### config.mk
export PLATFORM = sky130hd
export DESIGN_NAME = uart_echo_core
export DESIGN_NICKNAME = d
export VERILOG_FILES = /design/src/rtl/uart_cfg_pkg.sv /design/src/rtl/uart_cfg_latch.sv /design/src/rtl/uart_rx.sv /design/src/rtl/uart_tx.sv /design/src/rtl/uart_echo_core.sv
export SDC_FILE = /design/constraint.sdc
export NUM_CORES = 1
export LEC_CHECK = 0
export CAP_MARGIN = 20
export CORE_ASPECT_RATIO = 1.5
export CORE_UTILIZATION = 32
export DETAILED_ROUTE_END_ITERATION = 6
export GPL_TIMING_DRIVEN = 0
export PLACE_DENSITY_LB_ADDON = 0.05
export SLEW_MARGIN = 25
export SYNTH_ARGS = -nofsm -noshare
export SYNTH_HDL_FRONTEND = slang
export SYNTH_HIERARCHICAL = 1
export SYNTH_SLANG_ARGS = --single-unit
### constraint.sdc
create_clock -name clk -period 3.9 [get_ports clk]
set_clock_uncertainty 0.15 [all_clocks]
set_input_delay 1.17 -clock clk [delete_from_list [all_inputs] [get_ports clk]]
set_output_delay 1.17 -clock clk [all_outputs]
set_load 0.02 [all_outputs]
### src/rtl/uart_cfg_pkg.sv
package uart_cfg_pkg;

    localparam int DIV_W    = 16;
    localparam int MAX_BITS = 8;
    localparam int MIN_DIV  = 4;

    typedef struct packed {
        logic [DIV_W-1:0] div;
        logic             echo;
        logic             stop2;
        logic [2:0]       par;
        logic [1:0]       len;
    } cfg_t;

    localparam int CFG_W = $bits(cfg_t);

    typedef enum logic [2:0] {
        ST_IDLE,
        ST_START,
        ST_DATA,
        ST_PAR,
        ST_STOP,
        ST_WAIT
    } ser_st_t;

    function automatic logic par_on(input logic [2:0] p);
        return (p >= 3'd1) && (p <= 3'd4);
    endfunction

    function automatic logic [3:0] n_bits(input logic [1:0] len);
        return 4'd5 + {2'b00, len};
    endfunction

    function automatic logic [MAX_BITS-1:0] len_mask(input logic [1:0] len);
        return 8'hFF >> (2'd3 - len);
    endfunction

    function automatic logic par_bit(input logic [MAX_BITS-1:0] d,
                                     input logic [1:0] len,
                                     input logic [2:0] p);
        logic [MAX_BITS-1:0] dm;
        dm = d & len_mask(len);
        case (p)
            3'd1:    return ~(^dm);
            3'd2:    return ^dm;
            3'd3:    return 1'b1;
            default: return 1'b0;
        endcase
    endfunction

endpackage

### src/rtl/uart_cfg_latch.sv
module uart_cfg_latch
    import uart_cfg_pkg::*;
#(
    parameter int DEF_DIV = 868
) (
    input  logic clk,
    input  logic rst,
    input  cfg_t cfg_in,
    input  logic may_load,
    output cfg_t cfg_q
);
    localparam logic [DIV_W-1:0] RST_DIV = DIV_W'(DEF_DIV);
    localparam logic [DIV_W-1:0] LOW_DIV = DIV_W'(MIN_DIV);

    always_ff @(posedge clk) begin
        if (rst) begin
            cfg_q.len   <= 2'd3;
            cfg_q.par   <= 3'd0;
            cfg_q.stop2 <= 1'b0;
            cfg_q.echo  <= 1'b1;
            cfg_q.div   <= RST_DIV;
        end else if (may_load) begin
            cfg_q.len   <= cfg_in.len;
            cfg_q.par   <= cfg_in.par;
            cfg_q.stop2 <= cfg_in.stop2;
            cfg_q.echo  <= cfg_in.echo;
            cfg_q.div   <= (cfg_in.div < LOW_DIV) ? LOW_DIV : cfg_in.div;
        end
    end
endmodule

### src/rtl/uart_rx.sv
module uart_rx
    import uart_cfg_pkg::*;
(
    input  logic                clk,
    input  logic                rst,
    input  logic                rx_i,
    input  logic [1:0]          len,
    input  logic [2:0]          par,
    input  logic                stop2,
    input  logic [DIV_W-1:0]    div,
    output logic                done,
    output logic [MAX_BITS-1:0] data,
    output logic                perr,
    output logic                ferr,
    output logic                idle
);
    logic            sync1, sync2;
    ser_st_t         st;
    logic [DIV_W-1:0] cnt;
    logic [2:0]      bit_i;
    logic            stop_i;
    logic            bit_end, half_end;

    assign bit_end  = (cnt == div - 1'b1);
    assign half_end = (cnt == (div >> 1) - 1'b1);
    assign idle     = (st == ST_IDLE);

    always_ff @(posedge clk) begin
        if (rst) begin
            sync1 <= 1'b1;
            sync2 <= 1'b1;
        end else begin
            sync1 <= rx_i;
            sync2 <= sync1;
        end
    end

    always_ff @(posedge clk) begin
        if (rst) begin
            st     <= ST_IDLE;
            cnt    <= '0;
            bit_i  <= '0;
            stop_i <= 1'b0;
            data   <= '0;
            perr   <= 1'b0;
            ferr   <= 1'b0;
            done   <= 1'b0;
        end else begin
            done <= 1'b0;
            unique case (st)
                ST_IDLE: begin
                    cnt <= '0;
                    if (!sync2) st <= ST_START;
                end
                ST_START: begin
                    if (half_end) begin
                        cnt <= '0;
                        if (sync2) begin
                            st <= ST_IDLE;
                        end else begin
                            st    <= ST_DATA;
                            bit_i <= '0;
                            data  <= '0;
                            perr  <= 1'b0;
                            ferr  <= 1'b0;
                        end
                    end else begin
                        cnt <= cnt + 1'b1;
                    end
                end
                ST_DATA: begin
                    if (bit_end) begin
                        cnt         <= '0;
                        data[bit_i] <= sync2;
                        if ({1'b0, bit_i} == n_bits(len) - 4'd1) begin
                            st     <= par_on(par) ? ST_PAR : ST_STOP;
                            stop_i <= 1'b0;
                        end else begin
                            bit_i <= bit_i + 1'b1;
                        end
                    end else begin
                        cnt <= cnt + 1'b1;
                    end
                end
                ST_PAR: begin
                    if (bit_end) begin
                        cnt  <= '0;
                        perr <= (sync2 != par_bit(data, len, par));
                        st   <= ST_STOP;
                    end else begin
                        cnt <= cnt + 1'b1;
                    end
                end
                ST_STOP: begin
                    if (bit_end) begin
                        cnt  <= '0;
                        ferr <= ferr | ~sync2;
                        if (stop2 && !stop_i) begin
                            stop_i <= 1'b1;
                        end else begin
                            done <= 1'b1;
                            st   <= sync2 ? ST_IDLE : ST_WAIT;
                        end
                    end else begin
                        cnt <= cnt + 1'b1;
                    end
                end
                ST_WAIT: begin
                    if (sync2) st <= ST_IDLE;
                end
                default: st <= ST_IDLE;
            endcase
        end
    end
endmodule

### src/rtl/uart_tx.sv
module uart_tx
    import uart_cfg_pkg::*;
(
    input  logic                clk,
    input  logic                rst,
    input  logic [1:0]          len,
    input  logic [2:0]          par,
    input  logic                stop2,
    input  logic [DIV_W-1:0]    div,
    input  logic                start,
    input  logic [MAX_BITS-1:0] din,
    output logic                tx_o,
    output logic                idle
);
    ser_st_t             st;
    logic [DIV_W-1:0]    cnt;
    logic [2:0]          bit_i;
    logic                stop_i;
    logic [MAX_BITS-1:0] sh;
    logic                pbit;
    logic                bit_end;

    assign bit_end = (cnt == div - 1'b1);
    assign idle    = (st == ST_IDLE);

    always_ff @(posedge clk) begin
        if (rst) begin
            st     <= ST_IDLE;
            cnt    <= '0;
            bit_i  <= '0;
            stop_i <= 1'b0;
            sh     <= '0;
            pbit   <= 1'b0;
            tx_o   <= 1'b1;
        end else begin
            unique case (st)
                ST_IDLE: begin
                    tx_o <= 1'b1;
                    cnt  <= '0;
                    if (start) begin
                        sh   <= din;
                        pbit <= par_bit(din, len, par);
                        tx_o <= 1'b0;
                        st   <= ST_START;
                    end
                end
                ST_START: begin
                    if (bit_end) begin
                        cnt   <= '0;
                        bit_i <= '0;
                        tx_o  <= sh[0];
                        st    <= ST_DATA;
                    end else begin
                        cnt <= cnt + 1'b1;
                    end
                end
                ST_DATA: begin
                    if (bit_end) begin
                        cnt <= '0;
                        if ({1'b0, bit_i} == n_bits(len) - 4'd1) begin
                            stop_i <= 1'b0;
                            if (par_on(par)) begin
                                tx_o <= pbit;
                                st   <= ST_PAR;
                            end else begin
                                tx_o <= 1'b1;
                                st   <= ST_STOP;
                            end
                        end else begin
                            bit_i <= bit_i + 1'b1;
                            tx_o  <= sh[1];
                            sh    <= sh >> 1;
                        end
                    end else begin
                        cnt <= cnt + 1'b1;
                    end
                end
                ST_PAR: begin
                    if (bit_end) begin
                        cnt  <= '0;
                        tx_o <= 1'b1;
                        st   <= ST_STOP;
                    end else begin
                        cnt <= cnt + 1'b1;
                    end
                end
                ST_STOP: begin
                    if (bit_end) begin
                        cnt <= '0;
                        if (stop2 && !stop_i) stop_i <= 1'b1;
                        else                  st     <= ST_IDLE;
                    end else begin
                        cnt <= cnt + 1'b1;
                    end
                end
                default: st <= ST_IDLE;
            endcase
        end
    end
endmodule

### src/rtl/uart_echo_core.sv
module uart_echo_core
    import uart_cfg_pkg::*;
#(
    parameter int CLK_HZ = 100_000_000,
    parameter int BAUD   = 115_200
) (
    input  logic                clk,
    input  logic                rst,
    input  logic [CFG_W-1:0]    cfg_i,
    input  logic                rx_i,
    output logic                tx_o,
    output logic [MAX_BITS-1:0] rx_data_o,
    output logic                rx_valid_o,
    input  logic                rx_ready_i,
    input  logic [MAX_BITS-1:0] tx_data_i,
    input  logic                tx_valid_i,
    output logic                tx_ready_o,
    output logic                parity_err_o,
    output logic                frame_err_o,
    output logic                overrun_o
);
    localparam int DEF_DIV = CLK_HZ / BAUD;

    cfg_t                cfg_q;
    logic                may_load;
    logic                rx_done, rx_perr, rx_ferr, rx_idle;
    logic [MAX_BITS-1:0] rx_data;
    logic                tx_idle, tx_start;
    logic [MAX_BITS-1:0] tx_din;
    logic                hold_v;
    logic [MAX_BITS-1:0] hold_d;
    logic                echo, drain, want_store, room;
    logic                perr_q, ferr_q, ovr_q;

    assign echo       = cfg_q.echo;
    assign tx_start   = tx_idle && (echo ? hold_v : tx_valid_i);
    assign tx_din     = echo ? hold_d : tx_data_i;
    assign drain      = echo ? tx_start : (hold_v && rx_ready_i);
    assign want_store = rx_done && (!echo || !(rx_perr || rx_ferr));
    assign room       = !hold_v || drain;
    assign may_load   = rx_idle && tx_idle && !hold_v && !tx_start && !rx_done;

    uart_cfg_latch #(.DEF_DIV(DEF_DIV)) u_cfg (
        .clk      (clk),
        .rst      (rst),
        .cfg_in   (cfg_t'(cfg_i)),
        .may_load (may_load),
        .cfg_q    (cfg_q)
    );

    uart_rx u_rx (
        .clk   (clk),
        .rst   (rst),
        .rx_i  (rx_i),
        .len   (cfg_q.len),
        .par   (cfg_q.par),
        .stop2 (cfg_q.stop2),
        .div   (cfg_q.div),
        .done  (rx_done),
        .data  (rx_data),
        .perr  (rx_perr),
        .ferr  (rx_ferr),
        .idle  (rx_idle)
    );

    uart_tx u_tx (
        .clk   (clk),
        .rst   (rst),
        .len   (cfg_q.len),
        .par   (cfg_q.par),
        .stop2 (cfg_q.stop2),
        .div   (cfg_q.div),
        .start (tx_start),
        .din   (tx_din),
        .tx_o  (tx_o),
        .idle  (tx_idle)
    );

    always_ff @(posedge clk) begin
        if (rst) begin
            hold_v <= 1'b0;
            hold_d <= '0;
            perr_q <= 1'b0;
            ferr_q <= 1'b0;
            ovr_q  <= 1'b0;
        end else begin
            if (drain) hold_v <= 1'b0;
            if (want_store && room) begin
                hold_v <= 1'b1;
                hold_d <= rx_data;
            end
            if (rx_done) begin
                perr_q <= rx_perr;
                ferr_q <= rx_ferr;
                ovr_q  <= want_store && !room;
            end
        end
    end

    assign rx_data_o    = hold_d;
    assign rx_valid_o   = hold_v && !echo;
    assign tx_ready_o   = tx_idle && !echo;
    assign parity_err_o = perr_q;
    assign frame_err_o  = ferr_q;
    assign overrun_o    = ovr_q;
endmodule

==> impl_metrics.json, run 1 <==
{
  "hpwl_um": 16800,
  "first_global_vias": 6545,
  "period_needed_ns": 3.74,
  "leakagePower_nw": 2.88,
  "port_buffers": 49,
  "cts_root_buf": "clkbuf_16",
  "place.gp.congestion": 0.811,
  "vias_per_cell": 5.39,
  "whs_ns": 0.273,
  "rsz0062_at_grt": "false",
  "ioPinCount": 50,
  "power_mw": 4.52,
  "r2r-end": "u_rx/cnt[12]",
  "grt_pass1_wl_um": 35400,
  "ys_seq_elements": 104,
  "num_vias": 6646,
  "design.die.area_um2": 23200,
  "clk_pin_slew_ns": 0.07,
  "synth.distinct_cells": 78,
  "cts_tree": "done",
  "relSlewSlack_pct": 35.9,
  "clock_latency_ns": 0.36,
  "crit-reg2reg-launch": "u_cfg/cfg_q[11]",
  "fin_area_um2": 8410,
  "grt_usage_pct": 19.3,
  "drc": 0,
  "diodes": 0,
  "coreArea_um2": 22200,
  "detail_route.wl_per_cell_um": 17.8,
  "tightest_slew_ns": 0.953,
  "syn_nets": 938,
  "fmax_mhz": 268,
  "finalSetupViolCount": 0,
  "hold_path.class": "register to register",
  "place_ws_ns": -0.442,
  "cts.htree.levels": 3,
  "slew_violations": 0,
  "netlist_instances": 894,
  "path_class": "register to register",
  "place_area_um2": 8060,
  "dp_cells": 1219,
  "powerDensity_nw_per_um2": 537,
  "max-clock-path-buffers": 2,
  "syn-cell-area_um2": 7230,
  "synth.avg_cell_area_um2": 8.08,
  "cp.arrival_ns": 3.81,
  "grt-ovfl-total": 0,
  "layout_commonest_cell": "dfxtp_1",
  "wl_um": 21900,
  "cp_max_fo": 10,
  "chipHeight_um": 186,
  "status": "completed",
  "syn2layout_area_growth_pct": 16.4,
  "drive_above_1_share_pct": 8.99,
  "hold_path_end": "u_rx/sync2",
  "ys_warn_count": 6,
  "peakVddDrop_v": 0.000286,
  "ys.flop_type": "dfxtp_1",
  "setup_ws_ns": 0.162,
  "cts.sinks": 104,
  "crit_path_end_kind": "register",
  "antenna_found_initial": 0,
  "critPathRequiredTime_ns": 3.97,
  "ant_nets": 0,
  "cts_made_buffers": 9,
  "start_util_pct": 32.5,
  "rrSetupSlack_ns": 0.16,
  "finalNetCount": 996,
  "timing.final.crit_share_pct": 95.8,
  "start_kind": "register",
  "hold_violations": 0,
  "r2r_cells": 13,
  "final_cell_mix": "98 x dfxtp_1, 75 x nor2_1, 64 x nand2_1",
  "rows": 67,
  "hold_buffers": 0,
  "layout.cells.non_filler": 1233,
  "hold_depth": 1,
  "maxCapViolations": 0,
  "first_iter_violations": 251,
  "die_x_um": 125,
  "grt_max_degree": 17,
  "synth_edf_count": 0,
  "worstHoldStart": "u_rx/sync1",
  "first_pass_iters": 4,
  "seq_area_frac_synth_pct": 28.8,
  "async_flop_share_pct": 0
}
timing repair:
item                                    in CTS  in global routing
hold endpoints to repair                     0                  0
resized for setup                            8                 15
endpoints found under the setup margin      32                 30
buffers inserted                             0                  1
pin swaps                                    0                  1
worst max-delay path by stage:
stage                          from           end  cells after the start
finish              u_cfg/cfg_q[11]  u_rx/cnt[12]                     13
global route        u_cfg/cfg_q[18]  u_rx/data[7]                     11
CTS                 u_cfg/cfg_q[16]  u_rx/data[0]                      9
detailed placement   u_cfg/cfg_q[8]  u_rx/cnt[12]                     14
global placement     u_cfg/cfg_q[8]  u_rx/cnt[12]                     14
floorplan           u_cfg/cfg_q[11]  u_rx/cnt[11]                     12
cell families after synthesis:
group	synth area share, %
multiplexers	6.41
AO/OA/AOI/OAI	19.2
XOR/XNOR	9.58
adder cells (fa/ha/maj)	1.39
flip-flops	28.8
AND/OR/NAND/NOR	29.0
buffers and inverters	5.64
layout make-up:
| type | instances | area [µm²] |
|---|---|---|
| fill | 2296 | 13800 |
| multi-input combinational | 706 | 4800 |
| sequential | 104 | 2090 |
| timing repair buffer | 50 | 498 |
| tap | 276 | 345 |
| buffer | 58 | 315 |
| clock buffer | 12 | 246 |
| inverter | 23 | 86.3 |
| clock inverter | 4 | 27.5 |
per-layer routing:
| layer | share of wire [%] | vias up | global-route usage (%) |
|---|---|---|---|
| met5 | 0 | - | 0 |
| met4 | 2.2 | 0 | 7.42 |
| met3 | 2.4 | 28 | 2.64 |
| met2 | 52 | 99 | 35.6 |
| met1 | 44 | 3146 | 22.5 |
| li1 | - | 3373 | - |
power breakdown:
part	switching [mW]	internal, mW
registers	0.297	1.20
logic	1.21	0.914
clock network	0.437	0.455
Yosys cell counts (28+ instances only):
library cell,n,area (µm²)
xor2_1,31,272
nand2_1,64,240
nand3_1,34,170
clkbuf_1,43,161
nand2b_1,37,231
xnor2_1,48,420
a21oi_1,44,220
nor2_1,76,285
mux2i_1,35,350
o21ai_0,28,140
nor3_1,29,145
dfxtp_1,104,2080
critical path, stage by stage, from the launching register on:
cell and delay [ns]:
dfxtp_2 0.38, buf_6 0.16, or4_4 0.48, buf_6 0.15, or4b_4 0.54, a211oi_2 0.24, nor3_2 0.10, or4_1 0.56
buf_2 0.21, o21ai_2 0.08, o21ai_2 0.12, nand2b_4 0.16, buf_6 0.16, o31ai_1 0.09
sequential cells by signal, summed over array words and instances (netlist names), 3 cells and up:
name         cells
u_cfg/cfg_q     23
u_rx/cnt        16
u_tx/cnt        16
rx_data_o        8
u_rx/data        8
u_tx/sh          8
u_rx/bit_i       3
u_rx/st          3
u_tx/bit_i       3
u_tx/st          3
through the flow:
step | utilization, % | TNS, ns
floorplan | - | 0
global placement | 36.3 | -9.60
detailed placement | 36.3 | -8.80
CTS | 37.6 | 0
global route | 37.9 | 0
finish | 37.9 | 0
No activity file was read; power rests on OpenSTA's default activity.
==> run 2, diff against run 1 <==
--- a/config.mk
+++ b/config.mk
@@ -12,2 +12,3 @@
 export GPL_TIMING_DRIVEN = 0
+export MAX_ROUTING_LAYER = met4
 export PLACE_DENSITY_LB_ADDON = 0.05
==> constraint.sdc (replaced) <==
create_clock -name clk -period 3.9 [get_ports clk]
set_clock_uncertainty 0.15 [all_clocks]
set_input_delay 0.585 -clock clk [delete_from_list [all_inputs] [get_ports clk]]
set_output_delay 0.585 -clock clk [all_outputs]
set_load 0.02 [all_outputs]
==> run 2 against run 1 <==
Design area hardly changed. Largest power group unchanged. Via count down 0.53%. Non-clock buffer count stayed put. Core utilization barely moved. Critical path depth is the same. Sequential share of layout area hardly changed. Global-route usage increased by 0.54 points. Critical endpoint unchanged.
==> impl_metrics.json, run 2 (synthesis gave the netlist of run 1 again) <==
{
  "dp_cells": 1219,
  "cts_made_buffers": 9,
  "place.gp.congestion": 0.825,
  "ioPinCount": 50,
  "slew_violations": 0,
  "largest_register": "u_cfg/cfg_q",
  "reg_top3": "u_cfg/cfg_q x23, u_rx/cnt x16, u_tx/cnt x16",
  "finalCoreUtilization_pct": 37.8,
  "multi_input_area_um2": 4790,
  "layout_commonest_cell": "dfxtp_1",
  "grt_usage_pct": 19.9,
  "place_area_um2": 8060,
  "grt-ovfl-total": 0,
  "hpwl_um": 16800,
  "start_util_pct": 32.5,
  "wl_um": 21900,
  "start_kind": "register",
  "seq_area_um2": 2090,
  "finalNetCount": 996,
  "clk_pin_slew_ns": 0.07,
  "cp.arrival_ns": 3.82,
  "grt_max_degree": 17,
  "peakVddDrop_v": 0.000287,
  "syn2layout_area_growth_pct": 16.3,
  "drive_above_1_share_pct": 8.88,
  "powerDensity_nw_per_um2": 538,
  "endpoint": "u_rx/cnt[12]",
  "tightest_slew_ns": 0.955,
  "design.die.area_um2": 23200,
  "ant_nets": 0,
  "hold_violations": 0,
  "leakagePower_nw": 2.88,
  "hold_buffers": 0,
  "first_global_vias": 6561,
  "detail_route.wl_per_cell_um": 17.8,
  "first_iter_violations": 291,
  "layout.cells.non_filler": 1233,
  "rrSetupSlack_ns": 0.16,
  "crit_path_end_kind": "register",
  "finalSetupViolCount": 0,
  "rows": 67,
  "path_class": "register to register",
  "r2r_cells": 13,
  "grt_pass1_wl_um": 35400,
  "max-clock-path-buffers": 2,
  "r2r-end": "u_rx/cnt[12]",
  "maxCapViolations": 0,
  "chipHeight_um": 186,
  "largest_reg_flops": 23,
  "clock_latency_ns": 0.36,
  "cts.sinks": 104,
  "cp_max_fo": 10,
  "coreArea_um2": 22200,
  "hold_path.class": "register to register",
  "diodes": 0,
  "fin_area_um2": 8400,
  "relSlewSlack_pct": 35.8,
  "cts_tree": "done",
  "num_vias": 6611,
  "antenna_found_initial": 0,
  "cts.htree.levels": 3,
  "status": "completed",
  "power_mw": 4.52,
  "fmax_mhz": 267,
  "first_pass_iters": 5,
  "vias_per_cell": 5.36,
  "fillers": 2295,
  "period_needed_ns": 3.74,
  "final_cell_mix": "98 x dfxtp_1, 76 x nor2_1, 64 x nand2_1",
  "cts_root_buf": "clkbuf_16",
  "whs_ns": 0.270,
  "critPathRequiredTime_ns": 3.98,
  "port_buffers": 49,
  "worstSetupStartpoint": "u_cfg/cfg_q[11]",
  "timing.final.crit_share_pct": 95.9,
  "hold_depth": 1,
  "crit-reg2reg-launch": "u_cfg/cfg_q[11]",
  "drc": 0,
  "die_x_um": 125
}
run 2: worst max-delay path, cell delays in order, from the launching register on:
cell and delay (ns):
dfxtp_2 0.38, buf_6 0.16, or4_4 0.48, buf_6 0.15, or4b_4 0.54, a211oi_2 0.24, nor3_2 0.10, or4_1 0.56
buf_2 0.22, o21ai_2 0.08, o21ai_2 0.12, nand2b_4 0.16, buf_6 0.16, o31ai_1 0.08
run 2: repair_timing:
action / CTS / global route
resized for setup: 7 / 14
setup buffers: 0 / 1
setup endpoints to repair: 31 / 29
pin swaps: 0 / 1
endpoints found under the hold margin: 0 / 0
run 2: layout make-up:
type | count | share of cell area, %
Buffer | 58 | 3.75
Clock buffer | 12 | 2.93
Clock inverter | 4 | 0.328
Multi-Input combinational cell | 706 | 57.1
Timing Repair Buffer | 50 | 5.93
Inverter | 23 | 1.03
Sequential cell | 104 | 24.9
Tap cell | 276 | 4.11
run 2: per-layer routing:
layer / global-route usage, % / up-vias / wire length [µm]
met4: 7.42 / 0 / 548
met3: 2.64 / 31 / 556
li1: - / 3359 / -
met5: - / - / 0
met2: 35.6 / 99 / 11200
met1: 22.4 / 3122 / 9540
run 2: how the worst min path moves through the flow:
stage                     slack [ns]          to        from
final                           0.27  u_rx/sync2  u_rx/sync1
after global routing            0.30  u_rx/sync2  u_rx/sync1
after CTS                       0.28  u_rx/sync2  u_rx/sync1
after detailed placement        0.25  u_rx/sync2  u_rx/sync1
after global placement          0.24  u_rx/sync2  u_rx/sync1
after floorplan                 0.24  u_rx/sync2  u_rx/sync1
run 2: metrics by stage:
stage / TNS [ns] / worst slack (ns)
3_3_place_gp: -9.60 / -0.484
6_report: 0 / 0.160
2_1_floorplan: 0 / 0.470
4_1_cts: 0 / 0.00419
5_1_grt: -0.000484 / -0.000484
3_5_place_dp: -8.80 / -0.442
run 2: report_power, final:
part | internal [mW] | switching, mW
sequential | 1.20 | 0.298
combinational | 0.913 | 1.21
clock | 0.455 | 0.437
total | 2.57 | 1.95
==> run 3, diff against run 2 <==
- ABC_AREA: default -> 1
- CELL_PAD_IN_SITES_DETAIL_PLACEMENT: default -> 2
- CELL_PAD_IN_SITES_GLOBAL_PLACEMENT: default -> 2
- clock period: 3.9 -> 3.73 ns (I/O delays scaled with it)
==> run 3 against run 2 <==
Worst hold slack better by 0.0015 ns. Non-clock buffer count is 14 lower. Setup slack better by 0.43 ns. Fmax is 19% higher. Design area is 13% higher. Global-route usage is 3.8 points higher. Core utilization is 0.22 points lower. Die area is 14% higher. Clock power is 17% higher. Combinational power is 40% higher. Via count is 33% higher. Largest cell class unchanged.
==> impl_metrics.json, run 3 <==
{
  "synth.avg_cell_area_um2": 6.00,
  "slew_violations": 0,
  "diodes": 0,
  "grt-ovfl-total": 0,
  "period_needed_ns": 3.14,
  "netlist_instances": 1379,
  "vias_per_cell": 4.94,
  "place_area_um2": 9180,
  "final_cell_mix": "446 x nand2_1, 177 x nor2_1, 152 x inv_1",
  "cts_made_buffers": 9,
  "hold_violations": 0,
  "relSlewSlack_pct": 47.0,
  "syn2layout_area_growth_pct": 14.6,
  "yosys.area.top_type_share_pct": 25.2,
  "largest_reg_flops": 23,
  "cts_tree": "done",
  "reg_top3": "u_cfg/cfg_q x23, u_rx/cnt x16, u_tx/cnt x16",
  "finalNetCount": 1483,
  "hpwl_um": 23600,
  "tightest_slew_ns": 0.792,
  "seq_area_frac_synth_pct": 25.2,
  "timing.final.crit_share_pct": 84.1,
  "cp.arrival_ns": 3.30,
  "largest_register": "u_cfg/cfg_q",
  "synth_edf_count": 0,
  "peakVddDrop_v": 0.000254,
  "slowest_delay_ns": 0.59,
  "max-clock-path-buffers": 2,
  "detail_route.wl_per_cell_um": 16.4,
  "syn_nets": 1423,
  "dp_cells": 1756,
  "wl_um": 29100,
  "rows": 71,
  "chipHeight_um": 199,
  "ant_nets": 0,
  "finalSetupViolCount": 0,
  "grt_usage_pct": 23.7,
  "rsz0062_at_grt": "false",
  "cts_resized": 0,
  "ys_seq_elements": 104,
  "leakagePower_nw": 4.28,
  "synth.distinct_cells": 47,
  "status": "completed",
  "crit_path_end_kind": "register",
  "ys_warn_count": 6,
  "cp_cell_sequence": "clkinv_1, ha_1, nand2_1, nand2_1, nand2_1, nand2_1, clkinv_1, nand2_1, nor2_1, nand3_2, nor2_4, nand2_4, nor3_4, nand2_1, a21oi_1",
  "first_iter_violations": 196,
  "coreArea_um2": 25200,
  "yosys.area.top_type": "dfxtp_1",
  "start_kind": "register",
  "path_class": "register to register",
  "clock_latency_ns": 0.38,
  "fin_area_um2": 9490,
  "grt_pass1_wl_um": 47500,
  "tns_ns": 0,
  "crit_path_top_delay_cell": "dfxtp_1",
  "hold_buffers": 0,
  "cp_common_cell": "nand2_1",
  "place.gp.congestion": 0.813,
  "cts_root_buf": "clkbuf_16",
  "netlist_top_cells_area": "dfxtp_1 25%, nand2_1 20%, nor2_1 8.0%",
  "async_flop_share_pct": 0,
  "ys.flop_type": "dfxtp_1",
  "first_global_vias": 9351,
  "synth_common_cells": "446 x nand2_1, 177 x nor2_1, 152 x inv_1",
  "hold_path.class": "register to register",
  "antenna_found_initial": 0,
  "post_cts_buffers": 0,
  "layout_commonest_cell": "nand2_1",
  "cp_max_fo": 8,
  "start_util_pct": 32.8,
  "cts.htree.levels": 3,
  "ioPinCount": 50,
  "syn-cell-area_um2": 8280,
  "grt_max_degree": 20,
  "drive_above_1_share_pct": 9.56,
  "design.die.area_um2": 26500,
  "num_vias": 8762,
  "yosysMostFrequentCell": "nand2_1",
  "port_buffers": 49,
  "cts.sinks": 104,
  "clk_pin_slew_ns": 0.08,
  "die_x_um": 133,
  "layout.cells.non_filler": 1772,
  "first_pass_iters": 4,
  "drc": 0,
  "maxCapViolations": 0,
  "fmax_mhz": 319,
  "powerDensity_nw_per_um2": 589,
  "critPathRequiredTime_ns": 3.89
}
-- run 3: worst paths after layout --
| path | to | start | slack, ns | depth (start not counted) |
|---|---|---|---|---|
| worst min-delay path | u_rx/sync2 | u_rx/sync1 | 0.27 | 1 |
| worst max register to register | u_rx/data[4] | u_cfg/cfg_q[7] | 0.59 | 15 |
| worst min register to register | u_rx/sync2 | u_rx/sync1 | 0.27 | 1 |
| worst max-delay path | u_rx/data[4] | u_cfg/cfg_q[7] | 0.59 | 15 |
-- run 3: area by class of cell --
| cell class | count | area [µm²] |
|---|---|---|
| Buffer | 45 | 279 |
| Clock buffer | 9 | 225 |
| Clock inverter | 7 | 81.3 |
| Fill cell | 3229 | 15700 |
| Inverter | 169 | 639 |
| Multi-Input combinational cell | 1061 | 5280 |
| Sequential cell | 104 | 2080 |
| Tap cell | 328 | 410 |
| Timing Repair Buffer | 49 | 490 |
-- run 3: metal layers --
| metal | vias to the layer above | part of all wire [%] | track usage [%] | wire (µm) |
|---|---|---|---|---|
| li1 | 4409 | - | - | - |
| met1 | 4266 | 42 | 25.7 | 12200 |
| met2 | 74 | 54 | 44.9 | 15700 |
| met3 | 13 | 3.1 | 3.44 | 895 |
| met4 | 0 | 0.86 | 5.26 | 249 |
| met5 | - | 0 | - | 0 |
-- run 3: cells by family (layout without fill, tap and decap cells) --
| logic type | after synthesis | count (layout) | synth area share [%] |
|---|---|---|---|
| AO/OA/AOI/OAI | 125 | 125 | 8.43 |
| XOR/XNOR | 68 | 68 | 7.19 |
| adder cells (fa/ha/maj) | 8 | 8 | 1.21 |
| buffers and inverters | 214 | 279 | 11.1 |
| flip-flops | 104 | 104 | 25.2 |
| AND/OR/NAND/NOR | 860 | 860 | 46.9 |
-- run 3: worst max-delay path: cells and delay by family, from the launching register on --
kind	cells	cell delay, ns
flops	1	0.59
simple gates	11	1.32
fa+ha+maj	1	0.41
buf+inv	2	0.42
compound gates	1	0.16
-- run 3: metrics by stage --
step / power, mW / utilization, % / setup slack, ns / hold slack [ns]
CTS: 5.70 / 37.6 / 0.516 / 0.275
floorplan: 3.73 / - / 1.26 / 0.239
finish: 5.58 / 37.6 / 0.592 / 0.271
global placement: 4.50 / 36.4 / 0.599 / 0.249
detailed placement: 4.60 / 36.4 / 0.540 / 0.256
global route: 6.10 / 37.6 / 0.321 / 0.289
-- run 3: power by group --
| group | total, mW | internal [mW] | switching (mW) | leakage [nW] |
|---|---|---|---|---|
| Sequential | 1.56 | 1.26 | 0.300 | 0.846 |
| Combinational | 2.98 | 1.04 | 1.94 | 3.28 |
| Clock | 1.04 | 0.535 | 0.510 | 0.153 |
| Total | 5.58 | 2.84 | 2.75 | 4.28 |
